**config.mk**
```make
export PLATFORM = sky130hd
export DESIGN_NAME = irq_aggregator
export DESIGN_NICKNAME = d
export VERILOG_FILES = /design/src/rtl/irq_agg_pkg.sv /design/src/rtl/irq_regbank.sv /design/src/rtl/irq_line_core.sv /design/src/rtl/irq_out_stage.sv /design/src/rtl/irq_aggregator.sv
export SDC_FILE = /design/constraint.sdc
export NUM_CORES = 1
export LEC_CHECK = 0
export ABC_AREA = 1
export BUFFER_PORTS_ARGS = -buffer_cell sky130_fd_sc_hd__buf_4
export CAP_MARGIN = 15
export CORE_MARGIN = 5
export CORE_UTILIZATION = 60
export DETAILED_ROUTE_END_ITERATION = 8
export PLACE_DENSITY = 0.85
export SYNTH_ARGS = -nofsm -noshare
export SYNTH_HDL_FRONTEND = slang
export SYNTH_SLANG_ARGS = --single-unit
```
**constraint.sdc**
```tcl
create_clock -name clk -period 3 [get_ports clk]
set_clock_uncertainty 0.1 [all_clocks]
set_input_delay 0.15 -clock clk [delete_from_list [all_inputs] [get_ports clk]]
set_output_delay 0.15 -clock clk [all_outputs]
set_load 0.05 [all_outputs]
```
**src/rtl/irq_agg_pkg.sv**
```systemverilog
package irq_agg_pkg;
    localparam int GRP_W     = 16;
    localparam int ADDR_W    = 5;
    localparam int MASK_BASE = 0;
    localparam int POL_BASE  = 8;
    localparam int STAT_BASE = 16;

    typedef enum logic {
        LN_IDLE = 1'b0,
        LN_PEND = 1'b1
    } line_state_e;
endpackage

```
**src/rtl/irq_regbank.sv**
```systemverilog
module irq_regbank
    import irq_agg_pkg::*;
#(
    parameter int NL   = 64,
    parameter bit FAST = 1'b0
) (
    input  logic              clk,
    input  logic              rst_n,
    input  logic [ADDR_W-1:0] addr,
    input  logic              wr_en,
    input  logic [GRP_W-1:0]  wr_data,
    input  logic [NL-1:0]     stat_vec,
    output logic [GRP_W-1:0]  rd_data,
    output logic [NL-1:0]     mask_q,
    output logic [NL-1:0]     pol_q,
    output logic [NL-1:0]     clr_vec
);
    localparam int NG = NL / GRP_W;

    always_ff @(posedge clk or negedge rst_n) begin
        if (!rst_n) begin
            mask_q <= '1;
            pol_q  <= '0;
        end else if (wr_en) begin
            for (int g = 0; g < NG; g++) begin
                if (addr == ADDR_W'(MASK_BASE + g))
                    mask_q[g*GRP_W +: GRP_W] <= wr_data;
                if (addr == ADDR_W'(POL_BASE + g))
                    pol_q[g*GRP_W +: GRP_W] <= wr_data;
            end
        end
    end

    always_comb begin
        clr_vec = '0;
        for (int g = 0; g < NG; g++) begin
            if (FAST && wr_en && (addr == ADDR_W'(STAT_BASE + g)))
                clr_vec[g*GRP_W +: GRP_W] = wr_data;
        end
    end

    always_comb begin
        rd_data = '0;
        for (int g = 0; g < NG; g++) begin
            if (addr == ADDR_W'(MASK_BASE + g))
                rd_data = mask_q[g*GRP_W +: GRP_W];
            else if (addr == ADDR_W'(POL_BASE + g))
                rd_data = pol_q[g*GRP_W +: GRP_W];
            else if (addr == ADDR_W'(STAT_BASE + g))
                rd_data = stat_vec[g*GRP_W +: GRP_W];
        end
    end
endmodule

```
**src/rtl/irq_line_core.sv**
```systemverilog
module irq_line_core
    import irq_agg_pkg::*;
#(
    parameter int NL   = 64,
    parameter bit FAST = 1'b0
) (
    input  logic          clk,
    input  logic          rst_n,
    input  logic [NL-1:0] raw,
    input  logic [NL-1:0] pol,
    input  logic [NL-1:0] clr_vec,
    output logic [NL-1:0] level_vec,
    output logic [NL-1:0] edge_vec,
    output logic [NL-1:0] pend_vec
);
    assign level_vec = raw ^ pol;

    generate
        if (FAST) begin : g_latch
            logic [NL-1:0] prev_q;

            always_ff @(posedge clk or negedge rst_n) begin
                if (!rst_n) prev_q <= '0;
                else        prev_q <= level_vec;
            end

            assign edge_vec = level_vec & ~prev_q;

            for (genvar i = 0; i < NL; i++) begin : g_line
                line_state_e st_q, st_d;

                always_ff @(posedge clk or negedge rst_n) begin
                    if (!rst_n) st_q <= LN_IDLE;
                    else        st_q <= st_d;
                end

                always_comb begin
                    st_d = st_q;
                    unique case (st_q)
                        LN_IDLE: if (edge_vec[i]) st_d = LN_PEND;
                        LN_PEND: if (clr_vec[i] && !edge_vec[i]) st_d = LN_IDLE;
                        default: st_d = LN_IDLE;
                    endcase
                end

                assign pend_vec[i] = (st_q == LN_PEND);
            end
        end else begin : g_level
            assign edge_vec = '0;
            assign pend_vec = level_vec;
        end
    endgenerate
endmodule

```
**src/rtl/irq_out_stage.sv**
```systemverilog
module irq_out_stage #(
    parameter int NL = 64
) (
    input  logic          clk,
    input  logic          rst_n,
    input  logic [NL-1:0] src_vec,
    input  logic [NL-1:0] mask_vec,
    output logic [NL-1:0] irq_out
);
    always_ff @(posedge clk or negedge rst_n) begin
        if (!rst_n) irq_out <= '0;
        else        irq_out <= src_vec & ~mask_vec;
    end
endmodule

```
**src/rtl/irq_aggregator.sv**
```systemverilog
module irq_aggregator
    import irq_agg_pkg::*;
#(
    parameter int NUM_LINES = 64,
    parameter bit FAST_MODE = 1'b0
) (
    input  logic                 clk,
    input  logic                 rst_n,
    input  logic [NUM_LINES-1:0] irq_raw,
    input  logic [ADDR_W-1:0]    reg_addr,
    input  logic                 reg_wr_en,
    input  logic [GRP_W-1:0]     reg_wr_data,
    output logic [GRP_W-1:0]     reg_rd_data,
    output logic [NUM_LINES-1:0] irq_out
);
    logic [NUM_LINES-1:0] mask_q;
    logic [NUM_LINES-1:0] pol_q;
    logic [NUM_LINES-1:0] clr_vec;
    logic [NUM_LINES-1:0] level_vec;
    logic [NUM_LINES-1:0] edge_vec;
    logic [NUM_LINES-1:0] pend_vec;

    irq_regbank #(.NL(NUM_LINES), .FAST(FAST_MODE)) u_regs (
        .clk      (clk),
        .rst_n    (rst_n),
        .addr     (reg_addr),
        .wr_en    (reg_wr_en),
        .wr_data  (reg_wr_data),
        .stat_vec (pend_vec),
        .rd_data  (reg_rd_data),
        .mask_q   (mask_q),
        .pol_q    (pol_q),
        .clr_vec  (clr_vec)
    );

    irq_line_core #(.NL(NUM_LINES), .FAST(FAST_MODE)) u_lines (
        .clk       (clk),
        .rst_n     (rst_n),
        .raw       (irq_raw),
        .pol       (pol_q),
        .clr_vec   (clr_vec),
        .level_vec (level_vec),
        .edge_vec  (edge_vec),
        .pend_vec  (pend_vec)
    );

    irq_out_stage #(.NL(NUM_LINES)) u_out (
        .clk      (clk),
        .rst_n    (rst_n),
        .src_vec  (pend_vec),
        .mask_vec (mask_q),
        .irq_out  (irq_out)
    );
endmodule

```
Word level (Yosys, flattened, before mapping)

Index checks and enable logic that the tools add are counted.

Bits of input ports: 88
Flip-flop bits (word level): 192
Output and inout bits: 80

Bitwise operators: 3
Equality and inequality tests: 11
Muxes and demuxes: 12
Reduce and logical (&&, ||, !) cells: 9

Operators with widths:

| cell               | number |
|---|---|
| $mux 16            | 12 |
| $and 64x64->64     | 1 |
| $not 64->64        | 1 |
| $xor 64x64->64     | 1 |
| $eq 5x4->1 const B | 4 |
| $eq 5x5->1 const B | 4 |
| $reduce_and 2->1   | 8 |
| $eq 5x2->1 const B | 2 |
| $eq 5x1->1 const B | 1 |
| $logic_not 5->1    | 1 |

Depth between registers and ports, before layout

Depth in word-level cells: 13
Mapped depth: 12
Gate-level depth less buffers: 11

Modules after synthesis

From an unflattened synthesis, not the netlist that was laid out.

Cell total of the unflattened synthesis: 1592
Area, all modules: 11587.4 sq um

Modules (own cells, without submodules):

| module        | area each (sq um) | cells each | sequential area each (sq um) | instances |
|---|---|---|---|---|
| irq_regbank   | 7179.4            | 951        | 3283.1                       | 1 |
| irq_out_stage | 2242.2            | 192        | 1601.5                       | 1 |
| irq_line_core | 2165.8            | 449        | 0.0                          | 1 |

Worst setup path before layout

OpenSTA, ideal clock, no wires.

Kind: input to output
From: input port reg_addr[4]
To: output port reg_rd_data[10]
Data required time: 2.750 ns
Stages on the path: 11
Arrival: 1.573 ns
Path buffers: 2
Path slack: 1.177 ns
Cells stage by stage: buf_6 -> inv_6 -> nand3_4 -> nor2_4 -> inv_4 -> buf_6 -> nor2_1 -> o21bai_1 -> nand4_1 -> nand2_1 -> nand4_1

Longest elaborated chain between the ends: 13
Elaborated cells between the ends (all ways): 24
Classes of those cells: eq/ne: 11; mux: 12; reduce/logical: 1

RTL lines:

| item        | line                 | RTL |
|---|---|---|
| from (decl) | irq_aggregator.sv:10 | `input logic [ADDR_W-1:0] reg_addr,` |
| $eq 5x5->1  | irq_regbank.sv:49    | `else if (addr == ADDR_W'(STAT_BASE + g))` |
| $mux 16     | irq_regbank.sv:49    |  |
| $mux 16     | irq_regbank.sv:47    | `else if (addr == ADDR_W'(POL_BASE + g))` |
| $mux 16     | irq_regbank.sv:45    | `if (addr == ADDR_W'(MASK_BASE + g))` |
| $mux 16     | irq_regbank.sv:49    |  |
| $mux 16     | irq_regbank.sv:47    |  |
| $mux 16     | irq_regbank.sv:45    |  |
| $mux 16     | irq_regbank.sv:49    |  |
| $mux 16     | irq_regbank.sv:47    |  |
| $mux 16     | irq_regbank.sv:45    |  |
| $mux 16     | irq_regbank.sv:49    |  |
| $mux 16     | irq_regbank.sv:47    |  |
| $mux 16 *   | irq_regbank.sv:45    |  |
| to (decl)   | irq_aggregator.sv:13 | `output logic [GRP_W-1:0] reg_rd_data,` |

Every way passes the cells marked *; elsewhere a longest branch is shown, timed or not.

Worst setup path in the final report

From: input port reg_addr[4]
To: output port reg_rd_data[7]

Same word-level chain as after synthesis.

==> flow_summary.toml <==
[run_status]
outcome = "completed"

[critical_path]
worstPathCellList = "buf_4 -> inv_6 -> nor3_1 -> inv_1 -> o21ai_0 -> inv_1 -> nand2_1 -> nand4_1 -> buf_4"
cp.arrival_ps = 2230
max_stage_delay_ps = 720
crit_buf_inv = 5
crit_path_top_delay_cell = "inv_1"
crit_type = "input port to output pin"
crit_family = "buffers and inverters"
crit_required_ps = 2750
crit_path_max_fanout = 35
end_kind = "output pin"
cp-start-kind = "input port"

[synthesis]
synth_fp_nets = 1186
yosys-top-cells-area = "dfrtp_1 34%, dfstp_2 18%, nand2_1 13%"
synth.distinct_cells = 33
synth_seq_cells = 192
netlist.area_leader.share_pct = 34.45
netlist_instances = 1098
syn_area_per_cell_um2 = 8.467
seq_area_frac_synth_pct = 52.54
yosysTopAreaCell = "dfrtp_1"
yosys_warnings = 0
synth.cell_area_um2 = 9296

[clock_tree]
cts_htree_levels = 4
clock_latency_ps = 440
root_buffer = "clkbuf_16"
clock_sinks = 192
clkTransAtPathRegs_ps = 70
cts_buffers = 17
clockBufferDepth = 2
cts_tree = "built"
cts_setup_buffers = 0

[sta]
drv_slew = 0
min_period_over_period_pct = 82.82
finalSetupViolations = 0
slew_headroom_pct = 35.50
fin_ws_ps = 515.5
finalHoldViolations = 0
fin_crit_ps = 2485
rsz0062_at_grt = "false"
max_freq_mhz = 402.5
tightest_slew_ps = 966.5
finalSetupTns_ps = 0
whs_ps = 15.03

[floorplan]
die_w_um = 134.5
start_util_pct = 61.15
pin_count = 168
core.rowCount = 45
core_area_um2 = 15200
die_area_um2 = 18080
fp.dieH_um = 134.5

[finish]
final_cell_mix = "318 x nand2_1, 178 x buf_4, 128 x dfrtp_1"
area_growth_pct = 28.04
final_core_utilization_pct = 78.30
final_common_cell = "nand2_1"
post_layout_nonfiller_instances = 1515
stdcell_area_um2 = 11900
nets = 1401
drive_gt1_share_pct = 24.21

[detailed_routing]
wl_um = 26090
wire_per_inst_um = 17.22
vias_per_cell = 5.531
drcViolationCount = 0
dr.first_iter.drc_count = 835
num_vias = 8380
dr.pass1.iters = 5
detail-route-antenna-nets = 0

[run]
cap_viol_max_count = 0

[place]
placed_cell_area_um2 = 10620
dp_cells = 1417
place_ws_ps = 678.5
hpwl_um = 16970
routabilityCongestion = 0.8909
port_buffers = 167

[global_routing]
grt_overflow_total = 0
track_usage_pct = 29.35
first_global_vias = 8117
antenna_found_initial = 1
grt_pass1_wl_um = 42180
grt_max_degree = 77

[pwr]
design_power_total_mw = 8.456
peakVddDrop_mv = 0.4565
leakagePower_nw = 5.814
power_density_nw_per_um2 = 710.4

[min_path]
hold_path.class = "input port to flip-flop"
## Yosys cell counts
master	number
o21ai_2	16
inv_1	109
nor2_2	6
nand3_2	1
dfrtp_1	128
nand4_1	54
or2_0	18
inv_2	5
nor2_4	4
or2_2	2
nor2_1	81
inv_4	1
nor3_4	2
dfstp_2	64
xnor2_1	32
clkbuf_1	20
buf_2	14
a21oi_1	5
nand3_1	26
buf_1	1
o21ai_1	27
buf_6	6
nand3_4	1
xor2_1	27
o21bai_1	11
buf_4	5
nor3_1	1
nand2_4	1
nand2_1	318
nand2_2	8
o21ai_0	101
clkbuf_2	2
inv_6	1
## report_power, final
group / internal [mW] / switching, mW / leakage, nW
Sequential: 3.25 / 0.386 / 2.28
Clock: 1.42 / 1.01 / 0.293
Combinational: 0.791 / 1.60 / 3.24
## logic make-up after synthesis
family	share of synthesized area (%)
AND/OR/NAND/NOR	24.74
flip-flops	52.54
buffers and inverters	7.604
AO/OA/AOI/OAI	9.556
XOR/XNOR	5.559
## final timing paths
kind / from / to / slack, ps / cells after the start
max: reg_addr[4] / reg_rd_data[7] / 520 / 9
min: reg_wr_data[4] / u_regs.mask_q[52] / 20 / 3
max reg2reg: u_regs.pol_q[22] / u_out.irq_out[22] / 1860 / 3
min reg2reg: u_regs.mask_q[17] / u_regs.mask_q[17] / 390 / 2
max in group asynchronous: rst_n / u_regs.mask_q[39] / 1640 / 3
min in group asynchronous: rst_n / u_regs.pol_q[15] / 170 / 2
## cell type report
| cell class | instances | area [µm²] |
|---|---|---|
| diodes | 1 | 2.502 |
| fillers | 1001 | 3299 |
| well taps | 188 | 235.2 |
| flip-flops and latches | 192 | 4885 |
| clock buffers | 20 | 446.7 |
| clock inverters | 12 | 185.2 |
| inverters | 116 | 442.9 |
| multi-input cells | 742 | 3705 |
| repair buffers | 244 | 2001 |
## per-layer routing
layer  GRT usage, %  share of wire [%]  vias to the layer above
met5              0                  0                        -
met4          9.219                2.7                        0
met3          6.781                8.5                       63
met2          46.73                 47                      443
met1          40.45                 42                     3972
li1               -                  -                     3902
## flip-flops by register name (all words and copies together), names as in the netlist
register and count:
u_regs.pol_q 64, u_regs.mask_q 64, u_out.irq_out 64
## worst reg2reg max path: stages, from the launching register on
cell     delay (ps)
dfrtp_1         430
xor2_1          310
inv_1            90
nor2_1          130
## timing repair
| action | in CTS | in global routing |
|---|---|---|
| hold buffers | 65 | 0 |
| resized for setup | 0 | 0 |
| endpoints found under the setup margin | 0 | 0 |
| hold endpoints to repair | 112 | 0 |
Note: power is estimated with default switching activity, not from simulation.
